## config.mk

```make
export PLATFORM = sky130hd
export DESIGN_NAME = seu_injector
export DESIGN_NICKNAME = d
export VERILOG_FILES = /design/src/rtl/seu_inj_pkg.sv /design/src/rtl/seu_cycle_counter.sv /design/src/rtl/seu_flip_mask.sv /design/src/rtl/seu_state_file.sv /design/src/rtl/seu_injector.sv
export SDC_FILE = /design/constraint.sdc
export NUM_CORES = 1
export LEC_CHECK = 0
export ABC_AREA = 1
export BUFFER_PORTS_ARGS = -buffer_cell sky130_fd_sc_hd__buf_4
export CAP_MARGIN = 15
export CORE_UTILIZATION = 62
export CTS_CLUSTER_DIAMETER = 100
export DETAILED_ROUTE_END_ITERATION = 7
export MAX_ROUTING_LAYER = met4
export PLACE_DENSITY = 0.95
export SYNTH_ARGS = -nofsm -noshare
export SYNTH_HDL_FRONTEND = slang
export SYNTH_SLANG_ARGS = --single-unit
export TNS_END_PERCENT = 1
```

## constraint.sdc

```tcl
create_clock -name clk -period 14.3 [get_ports clk]
set_input_delay 2.86 -clock clk [delete_from_list [all_inputs] [get_ports clk]]
set_output_delay 2.86 -clock clk [all_outputs]
set_load 0.1 [all_outputs]
```

## src/rtl/seu_inj_pkg.sv

```systemverilog
package seu_inj_pkg;

  typedef enum logic [1:0] {
    FLIP_ONE   = 2'd0,
    FLIP_TWO   = 2'd1,
    FLIP_THREE = 2'd2,
    FLIP_BAD   = 2'd3
  } flip_model_e;

  typedef enum logic [1:0] {
    PH_IDLE  = 2'd0,
    PH_ARMED = 2'd1,
    PH_SPENT = 2'd2
  } run_phase_e;

endpackage

```

## src/rtl/seu_cycle_counter.sv

```systemverilog
module seu_cycle_counter #(
  parameter int CW = 16
) (
  input  logic          clk,
  input  logic          rst,
  input  logic          clr,
  input  logic          inc,
  output logic [CW-1:0] count
);

  logic [CW-1:0] count_q;

  always_ff @(posedge clk) begin
    if (rst || clr) begin
      count_q <= '0;
    end else if (inc) begin
      count_q <= count_q + CW'(1);
    end
  end

  assign count = count_q;


  clear_zero_chk: assert property (@(posedge clk) disable iff (rst)
    clr |=> (count == '0));

endmodule

```

## src/rtl/seu_flip_mask.sv

```systemverilog
module seu_flip_mask
  import seu_inj_pkg::*;
#(
  parameter int W  = 16,
  parameter int IW = 4
) (
  input  logic [W-1:0]  enable,
  input  logic [IW-1:0] target,
  input  logic [1:0]    model,
  output logic [W-1:0]  mask,
  output logic          ok
);

  logic          in_range;
  logic [W-1:0]  rot;
  logic [W-1:0]  rest1;
  logic [W-1:0]  pick1;
  logic [W-1:0]  rest2;
  logic [W-1:0]  pick2;
  logic [W-1:0]  rmask;
  flip_model_e   mdl;

  always_comb begin
    mdl      = flip_model_e'(model);
    in_range = (int'(target) < W);
    // rotate so the target sits at bit 0; upward search then wraps naturally
    rot   = in_range ? ((enable >> target) | (enable << (W - int'(target)))) : '0;
    rest1 = rot & ~W'(1);
    pick1 = rest1 & (~rest1 + W'(1));
    rest2 = rest1 & ~pick1;
    pick2 = rest2 & (~rest2 + W'(1));
    case (mdl)
      FLIP_ONE: begin
        rmask = W'(1);
        ok    = rot[0];
      end
      FLIP_TWO: begin
        rmask = W'(1) | pick1;
        ok    = rot[0] && (|pick1);
      end
      FLIP_THREE: begin
        rmask = W'(1) | pick1 | pick2;
        ok    = rot[0] && (|pick1) && (|pick2);
      end
      default: begin
        rmask = '0;
        ok    = 1'b0;
      end
    endcase
    mask = ok ? ((rmask << target) | (rmask >> (W - int'(target)))) : '0;
  end

  always_comb begin
    if (ok) begin

      mask_pop_chk: assert ($countones(mask) == int'(model) + 1);

      mask_target_chk: assert (enable[target] && mask[target]);

      mask_subset_chk: assert ((mask & ~enable) == '0);
    end
  end

endmodule

```

## src/rtl/seu_state_file.sv

```systemverilog
module seu_state_file #(
  parameter int W = 16
) (
  input  logic         clk,
  input  logic         rst,
  input  logic         wr_en,
  input  logic [W-1:0] wr_data,
  output logic [W-1:0] rd_data
);

  logic [W-1:0] cells_q;

  for (genvar b = 0; b < W; b++) begin : g_cell
    always_ff @(posedge clk) begin
      if (rst) begin
        cells_q[b] <= 1'b0;
      end else if (wr_en) begin
        cells_q[b] <= wr_data[b];
      end
    end
  end

  assign rd_data = cells_q;

endmodule

```

## src/rtl/seu_injector.sv

```systemverilog
module seu_injector
  import seu_inj_pkg::*;
#(
  parameter int WIDTH = 16,
  parameter int CYC_W = 16,
  localparam int IDX_W = (WIDTH > 1) ? $clog2(WIDTH) : 1
) (
  input  logic             clk,
  input  logic             rst,
  input  logic             start,
  input  logic             step_mode,
  input  logic             step_req,
  input  logic [CYC_W-1:0] cfg_inj_cycle,
  input  logic [CYC_W-1:0] cfg_win_lo,
  input  logic [CYC_W-1:0] cfg_win_hi,
  input  logic [WIDTH-1:0] cfg_enable,
  input  logic [IDX_W-1:0] cfg_target,
  input  logic [1:0]       cfg_model,
  input  logic [WIDTH-1:0] dut_next,
  output logic [WIDTH-1:0] dut_state,
  output logic             dut_ce,
  output logic [CYC_W-1:0] cycle_count,
  output logic             armed,
  output logic             done,
  output logic             err
);

  run_phase_e       phase_q;
  logic [CYC_W-1:0] inj_at_q;
  logic [WIDTH-1:0] mask_q;
  logic             done_q;
  logic             err_q;

  logic [WIDTH-1:0] cand_mask;
  logic             cand_ok;
  logic             win_ok;
  logic             cfg_good;
  logic             inj_go;
  logic             adv;
  logic             wr_en;
  logic [WIDTH-1:0] wr_data;
  logic [WIDTH-1:0] rd_data;
  logic [CYC_W-1:0] count;

  seu_flip_mask #(.W(WIDTH), .IW(IDX_W)) u_mask (
    .enable (cfg_enable),
    .target (cfg_target),
    .model  (cfg_model),
    .mask   (cand_mask),
    .ok     (cand_ok)
  );

  seu_cycle_counter #(.CW(CYC_W)) u_count (
    .clk   (clk),
    .rst   (rst),
    .clr   (start),
    .inc   (adv),
    .count (count)
  );

  seu_state_file #(.W(WIDTH)) u_file (
    .clk     (clk),
    .rst     (rst),
    .wr_en   (wr_en),
    .wr_data (wr_data),
    .rd_data (rd_data)
  );

  always_comb begin
    win_ok   = (cfg_inj_cycle >= cfg_win_lo) && (cfg_inj_cycle <= cfg_win_hi);
    cfg_good = win_ok && cand_ok;
    inj_go   = (phase_q == PH_ARMED) && (count == inj_at_q) && !start;
    adv      = (phase_q != PH_IDLE) && !inj_go && !start && (!step_mode || step_req);
    wr_en    = inj_go || adv;
    // read-modify-write of the current contents during the stolen clock
    wr_data  = inj_go ? (rd_data ^ mask_q) : dut_next;
  end

  always_ff @(posedge clk) begin
    if (rst) begin
      phase_q  <= PH_IDLE;
      inj_at_q <= '0;
      mask_q   <= '0;
      done_q   <= 1'b0;
      err_q    <= 1'b0;
    end else if (start) begin
      phase_q  <= cfg_good ? PH_ARMED : PH_SPENT;
      inj_at_q <= cfg_inj_cycle;
      mask_q   <= cand_mask;
      done_q   <= 1'b0;
      err_q    <= !cfg_good;
    end else begin
      done_q <= inj_go;
      if (inj_go) begin
        phase_q <= PH_SPENT;
      end
    end
  end

  assign dut_state   = rd_data;
  assign dut_ce      = adv;
  assign cycle_count = count;
  assign armed       = (phase_q == PH_ARMED);
  assign done        = done_q;
  assign err         = err_q;


  done_pulse_chk: assert property (@(posedge clk) disable iff (rst)
    done |=> !done);


  single_shot_chk: assert property (@(posedge clk) disable iff (rst)
    done |-> !armed);


  inject_hold_chk: assert property (@(posedge clk) disable iff (rst)
    inj_go |=> $stable(cycle_count));


  err_quiet_chk: assert property (@(posedge clk) disable iff (rst)
    err |-> (!done && !armed));


  step_hold_chk: assert property (@(posedge clk) disable iff (rst)
    (step_mode && !step_req && !inj_go) |=> $stable(dut_state));


  advance_load_chk: assert property (@(posedge clk) disable iff (rst)
    dut_ce |=> (dut_state == $past(dut_next)));

endmodule

```

After elaboration in Yosys (flattened, before gate mapping)
Cells that the tools add are included.
{"block": "word_totals", "register_bits": 68, "inputBits": 91, "elab_cells": 75}
{"block": "classes", "addsub": 4, "magnitude_cmp": 2, "eq_ne": 4, "shifts": 4, "n_mux": 7, "bitwise": 10, "n_reduce_logical": 22}
{"op": "adder 16 x 1 -> 16 bit, second input constant", "count": 3}
{"op": "bitwise AND 16 bit", "count": 3}
{"op": "inverter 16 bit", "count": 3}
{"op": "bitwise OR 16 bit", "count": 3}
{"op": "case mux 16 bit (3 select lines)", "count": 1}
{"op": "two-way mux 16 bit", "count": 2}
{"op": "OR reduction 16 bit", "count": 2}
{"op": "left shift 16 x 32 -> 16 bit", "count": 1}
{"op": "right shift 16 x 32 -> 16 bit", "count": 1}
{"op": "equality test 16 bit", "count": 1}
{"op": ">= comparator 16 bit", "count": 1}
{"op": "less-or-equal comparator 16 bit", "count": 1}
{"op": "left shift 16 x 4 -> 16 bit", "count": 1}
{"op": "right shift 16 x 4 -> 16 bit", "count": 1}
{"op": "bitwise XOR 16 bit", "count": 1}
{"op": "logical AND 1 bit", "count": 9}
{"op": "two-way mux 2 bit", "count": 3}
{"op": "subtractor 5 x 4 -> 6 bit, first input constant", "count": 1}
{"op": "equality test 2 x 1 -> 1 bit, second input constant", "count": 2}
{"op": "zero test 1 bit", "count": 4}
{"op": "nonzero test 2 bit", "count": 2}
{"op": "logical OR 1 bit", "count": 3}
{"op": "case mux 1 bit (3 select lines)", "count": 1}
{"op": "equality test 2 bit, second input constant", "count": 1}
{"op": "other kinds (2)", "count": 2}

Logic depth before layout (Yosys ltp)
Gate-level depths: netlist of run 1.
{"block": "depth", "ltp_word": 17, "ltp_mapped": 34}

By module
Synthesis of run 1 repeated with hierarchy kept, for this count alone.
{"block": "unflattened", "cells_unflattened": 1405, "hier_area_um2": 8167.8}
{"mod": "seu_flip_mask", "instances": 1, "cells_each": 730, "area_each_um2": 3777.4, "seq_area_each_um2": 0.0}
{"mod": "seu_injector", "instances": 1, "cells_each": 457, "area_each_um2": 2927.8, "seq_area_each_um2": 720.7}
{"mod": "seu_cycle_counter", "instances": 1, "cells_each": 117, "area_each_um2": 792.0, "seq_area_each_um2": 320.3}
{"mod": "seu_state_file", "instances": 1, "cells_each": 101, "area_each_um2": 670.6, "seq_area_each_um2": 320.3}

Least setup slack after synthesis of run 1
No wires, ideal clock.
{"block": "synth_timing", "path_kind": "input -> output", "from": "input start", "to": "output dut_ce", "arrival_time_ns": 4.357, "setup_slack_ns": 7.083, "stages": 6, "path_buffers": 1, "cell_sequence": "inv_1 -> nand2_1 -> inv_1 -> nand2_1 -> a21oi_1 -> clkbuf_1"}
{"block": "synth_via", "elab_chain_cells": 6}
{"item": "start, declared", "line": "seu_injector.sv:10", "rtl": "input logic start,"}
{"item": "zero test 1 bit (*)", "line": "seu_injector.sv:72, seu_injector.sv:73"}
{"item": "logical AND 1 bit", "line": "seu_injector.sv:72", "rtl": "inj_go = (phase_q == PH_ARMED) && (count == inj_at_q) && !start;"}
{"item": "zero test 1 bit", "line": "seu_injector.sv:73", "rtl": "adv = (phase_q != PH_IDLE) && !inj_go && !start && (!step_mode || step_req);"}
{"item": "logical AND 1 bit", "line": "seu_injector.sv:73"}
{"item": "logical AND 1 bit (*) (2 in series)", "line": "seu_injector.sv:73"}
{"item": "end, declared", "line": "seu_injector.sv:21", "rtl": "output logic dut_ce,"}
Mark *: on every way between the ends. The rest lies on a longest branch, timed or not.

Worst setup path after layout of run 1
Ends and elaborated chain as after synthesis.

==> results of run 1 <==
kinds of logic after synthesis:
kind of cell    Yosys count
simple gates            787
compound gates          176
buf+inv                 167
flops                    68
fa+ha+maj                34
xor+xnor                 24
per-layer routing:
metal / global-route usage (%) / vias up / share of wire [%]
met1: 49.6 / 3895 / 41
met5: - / - / 0
met2: 61.5 / 520 / 44
met4: 14.9 / 0 / 3.2
li1: - / 4321 / -
met3: 9.48 / 76 / 11
sequential cells by signal (all words and copies together), names as in the netlist:
register	count
done	1
err	1
inj_at_q	16
mask_q	16
phase_q	2
u_count.count	16
u_file.rd_data	16
power by group:
part / switching [uW] / total [uW] / leakage [uW] / internal (uW)
registers: 6.02 / 203 / 0.000555 / 197
logic: 167 / 249 / 0.00348 / 81.8
clock network: 84.1 / 229 / 0.000148 / 145
stage by stage:
step           instance area [um2]  hold slack [ns]  total power (uW)  std cells  setup slack, ns
6_report                      8340            0.463               681       1488             6.45
5_1_grt                       8340            0.487               718       1488             6.07
4_1_cts                       8320            0.465               675       1487             6.51
3_5_place_dp                  8010            0.455               449       1471             6.41
3_3_place_gp                  8010            0.457               446       1471             6.44
2_1_floorplan                 7140            0.444               384       1256             7.08
worst paths after layout:
| kind | startpoint | end | slack (ns) | cells past startpoint |
|---|---|---|---|---|
| min | mask_q[11] | mask_q[11] | 0.46 | 2 |
| max | start | dut_ce | 6.45 | 7 |
| min reg2reg | mask_q[11] | mask_q[11] | 0.46 | 2 |
| max reg2reg | u_count.count[10] | u_file.rd_data[14] | 10.62 | 14 |
synthesized netlist by cell type, types with 3 or more instances:
| cell | number | area share [%] |
|---|---|---|
| sky130_fd_sc_hd__o21bai_1 | 4 | 0.42 |
| sky130_fd_sc_hd__nor2_2 | 7 | 0.61 |
| sky130_fd_sc_hd__clkbuf_1 | 22 | 1.2 |
| sky130_fd_sc_hd__nand2_4 | 4 | 0.63 |
| sky130_fd_sc_hd__nand2_1 | 411 | 22 |
| sky130_fd_sc_hd__buf_2 | 13 | 0.91 |
| sky130_fd_sc_hd__buf_4 | 7 | 0.74 |
| sky130_fd_sc_hd__buf_6 | 6 | 0.95 |
| sky130_fd_sc_hd__o21ai_0 | 70 | 4.9 |
| sky130_fd_sc_hd__nand3_1 | 199 | 14 |
| sky130_fd_sc_hd__inv_2 | 3 | 0.16 |
| sky130_fd_sc_hd__nand4_1 | 21 | 1.8 |
| sky130_fd_sc_hd__inv_1 | 105 | 5.5 |
| sky130_fd_sc_hd__nand2_2 | 16 | 1.4 |
| sky130_fd_sc_hd__o21ai_1 | 5 | 0.35 |
| sky130_fd_sc_hd__nor2_1 | 85 | 4.5 |
| sky130_fd_sc_hd__buf_1 | 8 | 0.42 |
| sky130_fd_sc_hd__nor3_1 | 23 | 1.6 |
| sky130_fd_sc_hd__o21a_1 | 5 | 0.53 |
| sky130_fd_sc_hd__dfxtp_1 | 68 | 19 |
| sky130_fd_sc_hd__a31oi_1 | 4 | 0.35 |
| sky130_fd_sc_hd__ha_1 | 34 | 6.0 |
| sky130_fd_sc_hd__a21oi_1 | 72 | 5.0 |
| sky130_fd_sc_hd__o211ai_1 | 4 | 0.42 |
| sky130_fd_sc_hd__or2_2 | 5 | 0.44 |
| sky130_fd_sc_hd__nand3_2 | 4 | 0.56 |
| sky130_fd_sc_hd__nor4_1 | 3 | 0.26 |
| sky130_fd_sc_hd__xnor2_1 | 20 | 2.5 |
| sky130_fd_sc_hd__nor2_4 | 4 | 0.63 |
| sky130_fd_sc_hd__xor2_1 | 3 | 0.37 |
layout make-up:
| type | count | area, um2 |
|---|---|---|
| well taps | 140 | 175 |
| fillers | 933 | 2690 |
| clock buffers | 11 | 253 |
| inverters | 111 | 419 |
| flip-flops and latches | 68 | 1360 |
| clock inverters | 5 | 58.8 |
| repair buffers | 132 | 998 |
| multi-input cells | 1021 | 5070 |
critical path, cell delays in order:
cell and delay [ns]:
sky130_fd_sc_hd__buf_4 0.16, sky130_fd_sc_hd__inv_1 0.54, sky130_fd_sc_hd__nand2_1 0.16, sky130_fd_sc_hd__inv_1 0.10
sky130_fd_sc_hd__nand2_1 0.06, sky130_fd_sc_hd__a21oi_1 0.67, sky130_fd_sc_hd__buf_4 0.42
==> impl.org, run 1 <==
** Synth
- Each instance of the synthesized netlist takes up on average 5.69 um2.
- After technology mapping, the gate count stands at 1256.
- Share of synthesized flip-flops with an asynchronous set or reset :: 0%
- Share of cell area taken by muxes after synthesis :: 0%
- Post-synthesis register bit count :: 68
- Counting flops with a built-in enable in the synthesized netlist gives 0.
- Share of the synthesized area in compound gates (AO/OA/AOI/OAI) :: 13.4%
- Of the total synthesized cell area, the portion taken by XOR and XNOR cells is 3.05%.
- Synth Area in Adders :: 5.95%
- Counting every net in the synthesized netlist gives 1381.
- Yosys warns :: 0
- The share of the Yosys chip area taken by registers is 19.1%.
- Basic-gate share of the synthesized area counting and, or, nand and nor cells :: 48.5%
- After synthesis, the largest family of logic cells by area is simple AND/OR/NAND/NOR gates.
- Top flip-flop cell by instance count after synthesis :: sky130_fd_sc_hd__dfxtp_1
- After synthesis the cells add up to 7140 um2.
- Yosys mapped the design onto 45 distinct sky130hd cell types.

** Routing
- The detail route stage leaves a number of antenna-violating nets equal to 0.
- Across all layers, the routed design uses 8812 vias.
- In this run, the number of DRC markers left after iteration 0 of detailed routing was 940.
- After detailed routing, the number of remaining DRC violations is 0.
- The first TritonRoute pass finished after 6 iterations.
- Final routed wirelength across all metal layers :: 22600 um
- Using the TritonRoute via totals, the vias-per-cell ratio works out to 5.92.
- Per-cell routed wire length :: 15.2 um

** Timing
- Final hold viol count :: 0
- Of the available clock period, the critical path in the final layout requires 54.9%.
- Measured against its own limit, the worst slew margin works out to 27.0%.
- After routing, the total negative slack on setup checks comes to 0 ns.
- For the pin with the worst max-slew slack, the measured transition is 1.09 ns.
- Max Clk Rate :: 127 MHz
- After layout, the minimum clock period comes to 7.85 ns.
- Final count of pins violating max slew :: 0
- Setup repair after global routing missed its margin :: false
- Setup violations remaining at the end of the flow were counted as 0.
- Clock skew on the completed layout was measured at 0.00791 ns.

** Critical path
- Launching element type of the critical path :: input port
- CP required :: 11.44 ns
- In this run the worst path has a maximum fanout of 25.
- The worst setup path is of the in -> out kind.
- Critical Path End Type :: output pin
- At the worst endpoint, the arrival time is 4.99 ns.

** Clock network
- Post-CTS repair changed the size of 0 cells.
- Clock-pin slew reported for the worst setup and hold paths after clock tree synthesis :: 0.05 ns
- TritonCTS created 9 clock buffers.
- Total of hold buffers inserted after clock tree synthesis :: 0
- Post-CTS repair timing setup buffer count :: 0
- TritonCTS clock tree :: built
- Number of H-tree levels :: 3
- Max Root-Sink Buffers :: 2
- The cell sitting at the root of the clock tree is a sky130_fd_sc_hd__clkbuf_16.
- Clock net sink count :: 68
- The later pin in the worst-skew pair is clocked with a latency of 0.34 ns.

** Power
- Summed over all cells, the static leakage comes to 0.00418 uW.
- For this design the ratio of total power to cell area is 81.7 nW/um2.
- Peak ir drop on the vdd network :: 103 uV

** GRT
- Total congestion overflow after global routing :: 0
- Entering global routing, the biggest net connects 37 pins.
- The number of global-route vias before repair came to 7911.
- Across every metal layer, demand over resource in global routing totals 39.5%.
- Number of antenna violations at the first check in global routing :: 0
- First-pass GRT wire length :: 36500 um

** Final layout
- Share of cells above drive strength 1 :: 14.5%
- Leaving out fill and tap cells, the most frequent cells in the layout are sky130_fd_sc_hd__nand2_1, sky130_fd_sc_hd__nand3_1, sky130_fd_sc_hd__buf_4.
- Total number of nets in the final design :: 1468
- Most common cell after layout, fill and taps aside :: sky130_fd_sc_hd__nand2_1
- Compared with the post-synthesis result, the final layout area differs by 16.7%.
- For this run, the share of the core covered by cells in the final layout is 75.6%.
- Diode count :: 0

** Floorplanning
- The die covers 12000 um2.
- For this design the top-level I/O count stands at 127.
- Die width :: 109 um
- After floorplanning, the core was sized to cover 11000 um2.
- Starting utilization of the core area :: 64.8%
- Row count :: 38
- Y dimension of the die :: 109 um

** Job
- Max_cap viols :: 0

** Placed design
- Final HPWL from detailed placement :: 17000 um
- The congestion estimate from routability-driven global placement came to 1.03.
- Number of port buffers :: 126

** Run status
- The flow ran to the end, and the final reports show no timing, DRC or antenna violations.

** Worst hold path
- Min-delay worst type :: reg -> reg
Power figures use the tool's default switching activity.
==> inputs of run 2 (changes only) <==
- CORE_UTILIZATION: 62 -> 58
- PLACE_DENSITY: 0.95 -> 0.94
- clock period: 14.3 -> 7.9 ns (I/O delays scaled with it)
==> run 2 against run 1 <==
  * Clock-buffer cell count grew 1
  * Core utilization fell by 6.3 points
  * Worst setup slack lost 4.7 ns
  * Critical path depth grew 21
  * Routed wire length shrank 1.9%
  * Highest routed layer unchanged
==> impl.org, run 2 (synthesis gave the netlist of run 1 again) <==
** Critical path
- Critical path's largest stage delay :: 0.72 ns
- Critical-path maximum fanout :: 36
- STA puts the critical path data arrival time at 6.32 ns.
- At the worst endpoint, the required time is 8.11 ns.
- Critical Path End Type :: flop
- Slowest library cell on the worst path :: sky130_fd_sc_hd__inv_1
- Counting both buffers and inverters, the worst setup path holds a total of 5.
- The cell family contributing the most delay on the critical path is simple AND/OR/NAND/NOR gates.
- The worst setup path is of the in -> reg kind.
- Cell repeated most along the worst path :: sky130_fd_sc_hd__nand2_1
- Launching element type of the critical path :: input port

** Timing
- Setup repair after global routing missed its margin :: false
- Max Clk Rate :: 164 MHz
- Between clock sinks in the finished design, the worst skew comes to 0.00573 ns.
- After layout, the minimum clock period comes to 6.11 ns.
- In the finished design, the share of the clock period the worst path needs comes to 77.4%.
- Post-route worst hold slack :: 0.472 ns
- Relative slew slack :: 29.6%
- Sum of negative setup slack :: 0 ns
- Setup-failing EPs final :: 0
- The number of hold-slack violations in the final timing report came to 0.
- Final count of pins violating max slew :: 0
- For the pin with the worst max-slew slack, the measured transition is 1.05 ns.

** Power
- Leakage component of the power :: 0.00418 uW
- Total power divided by cell area :: 144 nW/um2
- Overall power consumption :: 1200 uW
- VDD sags by at most 144 uV.

** Final layout
- In the final design database the tool counted 1469 nets.
- FILL cells :: 1084
- Summed area of non-filler cells in the final layout :: 8330 um2
- The library cells used most frequently in the layout, excluding fill and tap cells, are sky130_fd_sc_hd__nand2_1, sky130_fd_sc_hd__nand3_1, sky130_fd_sc_hd__buf_4.
- From synthesis to final layout, the design area changed by 16.6%.
- Share of cells above drive strength 1 :: 14.6%
- Most common cell after layout, fill and taps aside :: sky130_fd_sc_hd__nand2_1
- Non-Filler Instances :: 1496
- Diode count :: 0

** Floorplanning
- The die covers 12800 um2.
- From bottom edge to top edge, the die measures 113 um.
- The core region is 12000 um2.
- For this configuration, the core starts out at a cell density of 59.5%.
- Row generation in the floorplan step produced 40 rows.
- Total I/O pin count :: 127
- Measured along the x axis, the die boundary spans 113 um.

** Run status
- Run status :: finished clean

** Routing
- First drt pass iteration count :: 6
- DRC violation count after routing :: 0
- First-iteration detailed-routing DRC count :: 976
- In the final routed layout, each cell accounts on average for 14.8 um.
- In this run the remaining antenna-violating nets after routing total 0.
- Dividing the detail-routed via count by the number of cells gives 5.79.
- Summed over all layers, the routed wires come to 22200 um.
- The detailed router placed 8667 vias in this run.

** GRT
- Via count of the first global-routing pass :: 7705
- Largest net degree at the start of global routing :: 37
- The number of antenna violations at the first check in global routing is 0.
- The first global-routing pass estimated 36400 um of wire.
- For this run, the total global-route usage over all layers was measured as 36.0%.
- Total congestion overflow after global routing :: 0

** Clock network
- Root buffer cell :: sky130_fd_sc_hd__clkbuf_16
- The number of setup buffers added after CTS is 0.
- After clock tree synthesis, the repair step resized 0 gates.
- Hold repair after CTS inserted 0 buffers.
- TritonCTS buffer count :: 9
- The clock drives 68 sinks.
- Clock-pin slew reported for the worst setup and hold paths after clock tree synthesis :: 0.06 ns
- Number of H-tree levels :: 3
- At the later pin of the worst-skew pair, clock insertion delay measures 0.34 ns.
- TritonCTS clock tree :: built
- Max Root-Sink Buffers :: 2

** Placed design
- At the end of routability-driven placement, the weighted congestion stood at 1.01.
- Number of port buffers :: 126
- Number of cells in the design after placement :: 1479
- Post-DP Area :: 8030 um2
- Final HPWL from detailed placement :: 16700 um

** Worst hold path
- The worst hold path belongs to the class reg -> reg.

** Job
- Max_cap viols :: 0
-- run 2: cell count changes in the layout (fill, tap and decap cells not counted) --
| cell | before | now |
|---|---|---|
| sky130_fd_sc_hd__buf_6 | 0 | 1 |
| sky130_fd_sc_hd__buf_4 | 131 | 132 |
| sky130_fd_sc_hd__bufinv_16 | 1 | 0 |
| sky130_fd_sc_hd__buf_8 | 1 | 0 |
| sky130_fd_sc_hd__clkbuf_8 | 2 | 3 |
| sky130_fd_sc_hd__inv_6 | 1 | 0 |
| sky130_fd_sc_hd__clkinvlp_4 | 2 | 1 |
| sky130_fd_sc_hd__clkinv_2 | 1 | 3 |
-- run 2: area by class of cell --
class	count	area [um2]	share of cell area (%)
Multi-Input combinational cell	1021	5070	60.9
Sequential cell	68	1360	16.3
Timing Repair Buffer	133	1000	12.0
Inverter	111	419	5.03
Clock buffer	12	267	3.20
Tap cell	147	184	2.21
Clock inverter	4	22.5	0.270
-- run 2: per-stage QoR --
step                utilization, %  setup slack, ns
floorplan                        -             2.65
global placement              66.8             1.72
CTS                           69.3             1.96
detailed placement            66.8             1.67
global route                  69.3             1.31
finish                        69.3             1.79
-- run 2: per-layer routing --
metal | routed length [um] | vias up | GRT usage (%) | share of wire (%)
met4 | 595 | 0 | 11.6 | 2.7
li1 | - | 4321 | - | -
met1 | 9460 | 3782 | 46.6 | 43
met5 | 0 | - | - | 0
met3 | 2330 | 64 | 7.61 | 11
met2 | 9770 | 500 | 56.0 | 44
-- run 2: worst paths after layout --
path	start	end	slack [ns]	cells past startpoint
worst min-delay path	mask_q[6]	mask_q[6]	0.47	2
worst min register to register	mask_q[6]	mask_q[6]	0.47	2
worst max register to register	u_count.count[10]	u_file.rd_data[14]	4.27	14
worst max-delay path	cfg_target[0]	mask_q[9]	1.79	28
-- run 2: power breakdown --
group	internal (uW)	switching, uW	total, uW
Combinational	148	303	451
Sequential	357	11.0	368
Clock	236	145	381
-- run 2: worst reg2reg max path, cell delays in order (launching register included) --
cell and delay [ns]:
sky130_fd_sc_hd__dfxtp_1 0.38, sky130_fd_sc_hd__inv_1 0.11, sky130_fd_sc_hd__or2_2 0.29, sky130_fd_sc_hd__nand3_1 0.07, sky130_fd_sc_hd__nor3_1 0.06, sky130_fd_sc_hd__nand4_1 0.16
sky130_fd_sc_hd__nand2_1 0.10, sky130_fd_sc_hd__inv_1 0.10, sky130_fd_sc_hd__nand2_1 0.08, sky130_fd_sc_hd__a21oi_1 0.66, sky130_fd_sc_hd__inv_1 0.28, sky130_fd_sc_hd__nand2_1 0.54
sky130_fd_sc_hd__inv_1 0.43, sky130_fd_sc_hd__nand2_1 0.18, sky130_fd_sc_hd__a21oi_1 0.07
==> inputs of run 3 (changes only) <==
- clock period: 7.9 -> 5.8 ns (I/O delays scaled with it)
==> run 3 against run 2 <==
  * Clock-buffer cell count is 1 lower
  * Worst hold slack worse by 0.0080 ns
  * Sequential share of layout area is 0.15 points lower
  * Largest cell class unchanged
  * Clock skew is 0.00057 ns lower
  * Global-route usage is 1.1 points higher
==> impl.org, run 3 (synthesis gave the netlist of run 1 again) <==
** Run status
- The run finished with clean final reports.

** Clock network
- Max Root-Sink Buffers :: 2
- For this design, the sink count on the clock tree is 68.
- TritonCTS clock tree :: built
- Count of cells resized by post-cts repair :: 0
- Post-CTS repair timing setup buffer count :: 0
- After clock tree synthesis, the clock-pin slew on the worst setup and hold paths is 0.05 ns.
- Hold repair after CTS inserted 0 buffers.
- TritonCTS buffer count :: 9
- The H-tree generated during clock tree synthesis spans 3 levels.
- Clock tree synthesis selected as its root buffer the cell sky130_fd_sc_hd__clkbuf_16.
- For the worst-skew pair, the clock arrives at the later sink with an insertion delay of 0.33 ns.

** Routing
- First-iteration detailed-routing DRC count :: 1043
- The first TritonRoute pass finished after 6 iterations.
- The count of nets left with antenna violations once routing finished came out at 0.
- Mean number of vias per cell :: 5.90
- Final routed wirelength across all metal layers :: 23200 um
- Per-cell routed wire length :: 15.4 um
- DRC violation count after routing :: 0
- For this block, the via count after detailed routing is 8862.

** Critical path
- Critical Path End Type :: flop
- Critical-path maximum fanout :: 34
- CP required :: 6.08 ns
- Measured in cells, the most critical reg-to-reg path has a length of 15.
- Crit-path leading delay family :: simple AND/OR/NAND/NOR gates
- Ordered cell list for the critical path :: buf_4, inv_2, nand2_1, nor2_1, nor2_2, buf_4, nand2_1, nand2_1, nor2_1, nand3_2, nand2_1, nand3_1, o21ai_0, nand3_1, nand2_1, nand2_1, o21ai_1, or2_1, o21ai_0, or2_2, nand2_1, nand2_1, nand2_1
- Reg2reg start :: phase_q[0]
- Path length in cells of the critical path :: 23
- Combined buffer and inverter count along the critical path :: 3
- Critical path's largest stage delay :: 0.49 ns
- The worst register-to-register path ends at u_file.rd_data[8].
- At the worst endpoint, the arrival time is 5.12 ns.
- Cell repeated most along the worst path :: sky130_fd_sc_hd__nand2_1
- In this run the register-to-register setup slack is 2.53 ns.
- The critical path is of the in -> reg type.
- The largest individual stage delay along the critical path comes from the cell sky130_fd_sc_hd__inv_2.
- Launching element type of the critical path :: input port

** GRT
- Total congestion overflow after global routing :: 0
- Entering global routing, the biggest net connects 36 pins.
- Overall Global Routing Usage :: 37.0%
- First-pass GRT wire length :: 37300 um
- The number of global-route vias before repair came to 8066.
- The number of antenna violations at the first check in global routing was 0.

** Timing
- Post-route worst hold slack :: 0.464 ns
- Of the available clock period, the critical path in the final layout requires 83.4%.
- Max Clk Rate :: 207 MHz
- Setup repair after global routing missed its margin :: false
- The number of hold-slack violations in the final timing report came to 0.
- Sum of negative setup slack :: 0 ns
- For the pin with the worst max-slew slack, the measured transition is 0.945 ns.
- The worst path needs 4.84 ns of the cycle, external delays included.
- Setup-failing EPs final :: 0
- The clock arrives with 0.00516 ns of skew.
- Final count of pins violating max slew :: 0
- Relative slew slack :: 36.8%

** Power
- Switch share :: 36.9%
- Peak ir drop on the vdd network :: 321 uV
- Registers are responsible for 29.4% of the overall power.
- Total power divided by cell area :: 203 nW/um2
- Combinational cells account for 36.5% of the total power.
- Int Power :: 1080 uW
- The analysis attributes to cell leakage a power of 0.00422 uW.
- Clock group share of total power :: 34.1%
- Summed over all nets, the switching power comes to 629 uW.

** Final layout
- The number of antenna diodes in the final layout is 0.
- For this run, the post-layout net count is 1475.
- The filler cells instantiated in the layout total 1035.
- In the final layout, the share of cells above drive strength 1 is 14.9%.
- In the layout the commonest cells are sky130_fd_sc_hd__nand2_1, sky130_fd_sc_hd__nand3_1, sky130_fd_sc_hd__buf_4.
- The library cell used most frequently in the layout, excluding fill and tap cells, is sky130_fd_sc_hd__nand2_1.
- From synthesis to final layout, the design area changed by 17.7%.

** Worst hold path
- Hold Startpoint :: mask_q[12]
- Instance count along the most critical hold path :: 2
- Min-delay worst type :: reg -> reg
- For hold timing, the worst endpoint is mask_q[12].

** Floorplanning
- Row count :: 40
- Area of the core :: 12000 um2
- Y dimension of the die :: 113 um
- In this run the count of I/O pins placed on the die edge is 127.
- Starting utilization of the core area :: 59.5%
- Die width :: 113 um
- The die covers 12800 um2.

** Placed design
- Number of port buffers :: 126
- GPL Wtd Cong :: 1.01
- Final HPWL from detailed placement :: 17300 um

** Job
- The tool flagged a number of max-cap violations equal to 0.
[run 3: changes by cell type in the layout (fill, tap and decap cells not counted), sizes merged]
cell      previous run  this run
clkbuf              12        11
bufinv               0         2
buf                133       139
clkinvlp             1         0
[run 3: final cells by class]
class	count	area [um2]	area share, %
Multi-Input combinational cell	1021	5070	60.4
Clock buffer	11	243	2.89
Tap cell	147	184	2.19
Sequential cell	68	1360	16.2
Clock inverter	5	75.1	0.893
Inverter	111	419	4.99
Timing Repair Buffer	139	1050	12.5
[run 3: worst max-delay path by stage]
stage,startpoint,endpoint
final,cfg_target[2],mask_q[7]
after floorplan,cfg_target[0],mask_q[10]
after detailed placement,cfg_target[2],mask_q[7]
after global placement,cfg_target[1],mask_q[7]
after CTS,cfg_target[2],mask_q[7]
after global routing,cfg_target[1],mask_q[0]
[run 3: routing by layer]
layer	vias to the layer above	GRT usage, %	share of wire (%)
met5	-	-	0
li1	4338	-	-
met4	0	13.8	3.3
met1	3905	46.1	41
met2	530	59.8	46
met3	89	6.86	9.9
[run 3: worst register-to-register path: cells and delay by family (launching register included)]
family | cells | cell delay, ns
flip-flops | 1 | 0.32
buffers and inverters | 5 | 1.04
AND/OR/NAND/NOR | 8 | 1.59
AO/OA/AOI/OAI | 2 | 0.23
[run 3: per-stage QoR]
step / cells / util [%] / area [um2] / total power (uW) / worst slack [ns]
after floorplan: 1256 / - / 7140 / 948 / 0.971
after global placement: 1485 / 67.2 / 8070 / 1110 / 0.753
after detailed placement: 1485 / 67.2 / 8070 / 1110 / 0.739
after CTS: 1501 / 69.9 / 8390 / 1690 / 1.07
after global routing: 1502 / 70.0 / 8410 / 1800 / 0.581
final: 1502 / 70.0 / 8410 / 1710 / 0.964
[run 3: power groups by stage]
stage               registers, uW  clock network (uW)  logic, uW
floorplan                     547                   0        401
global placement              511                   0        599
detailed placement            511                   0        604
CTS                           502                 584        608
global route                  503                 609        684
finish                        502                 582        624
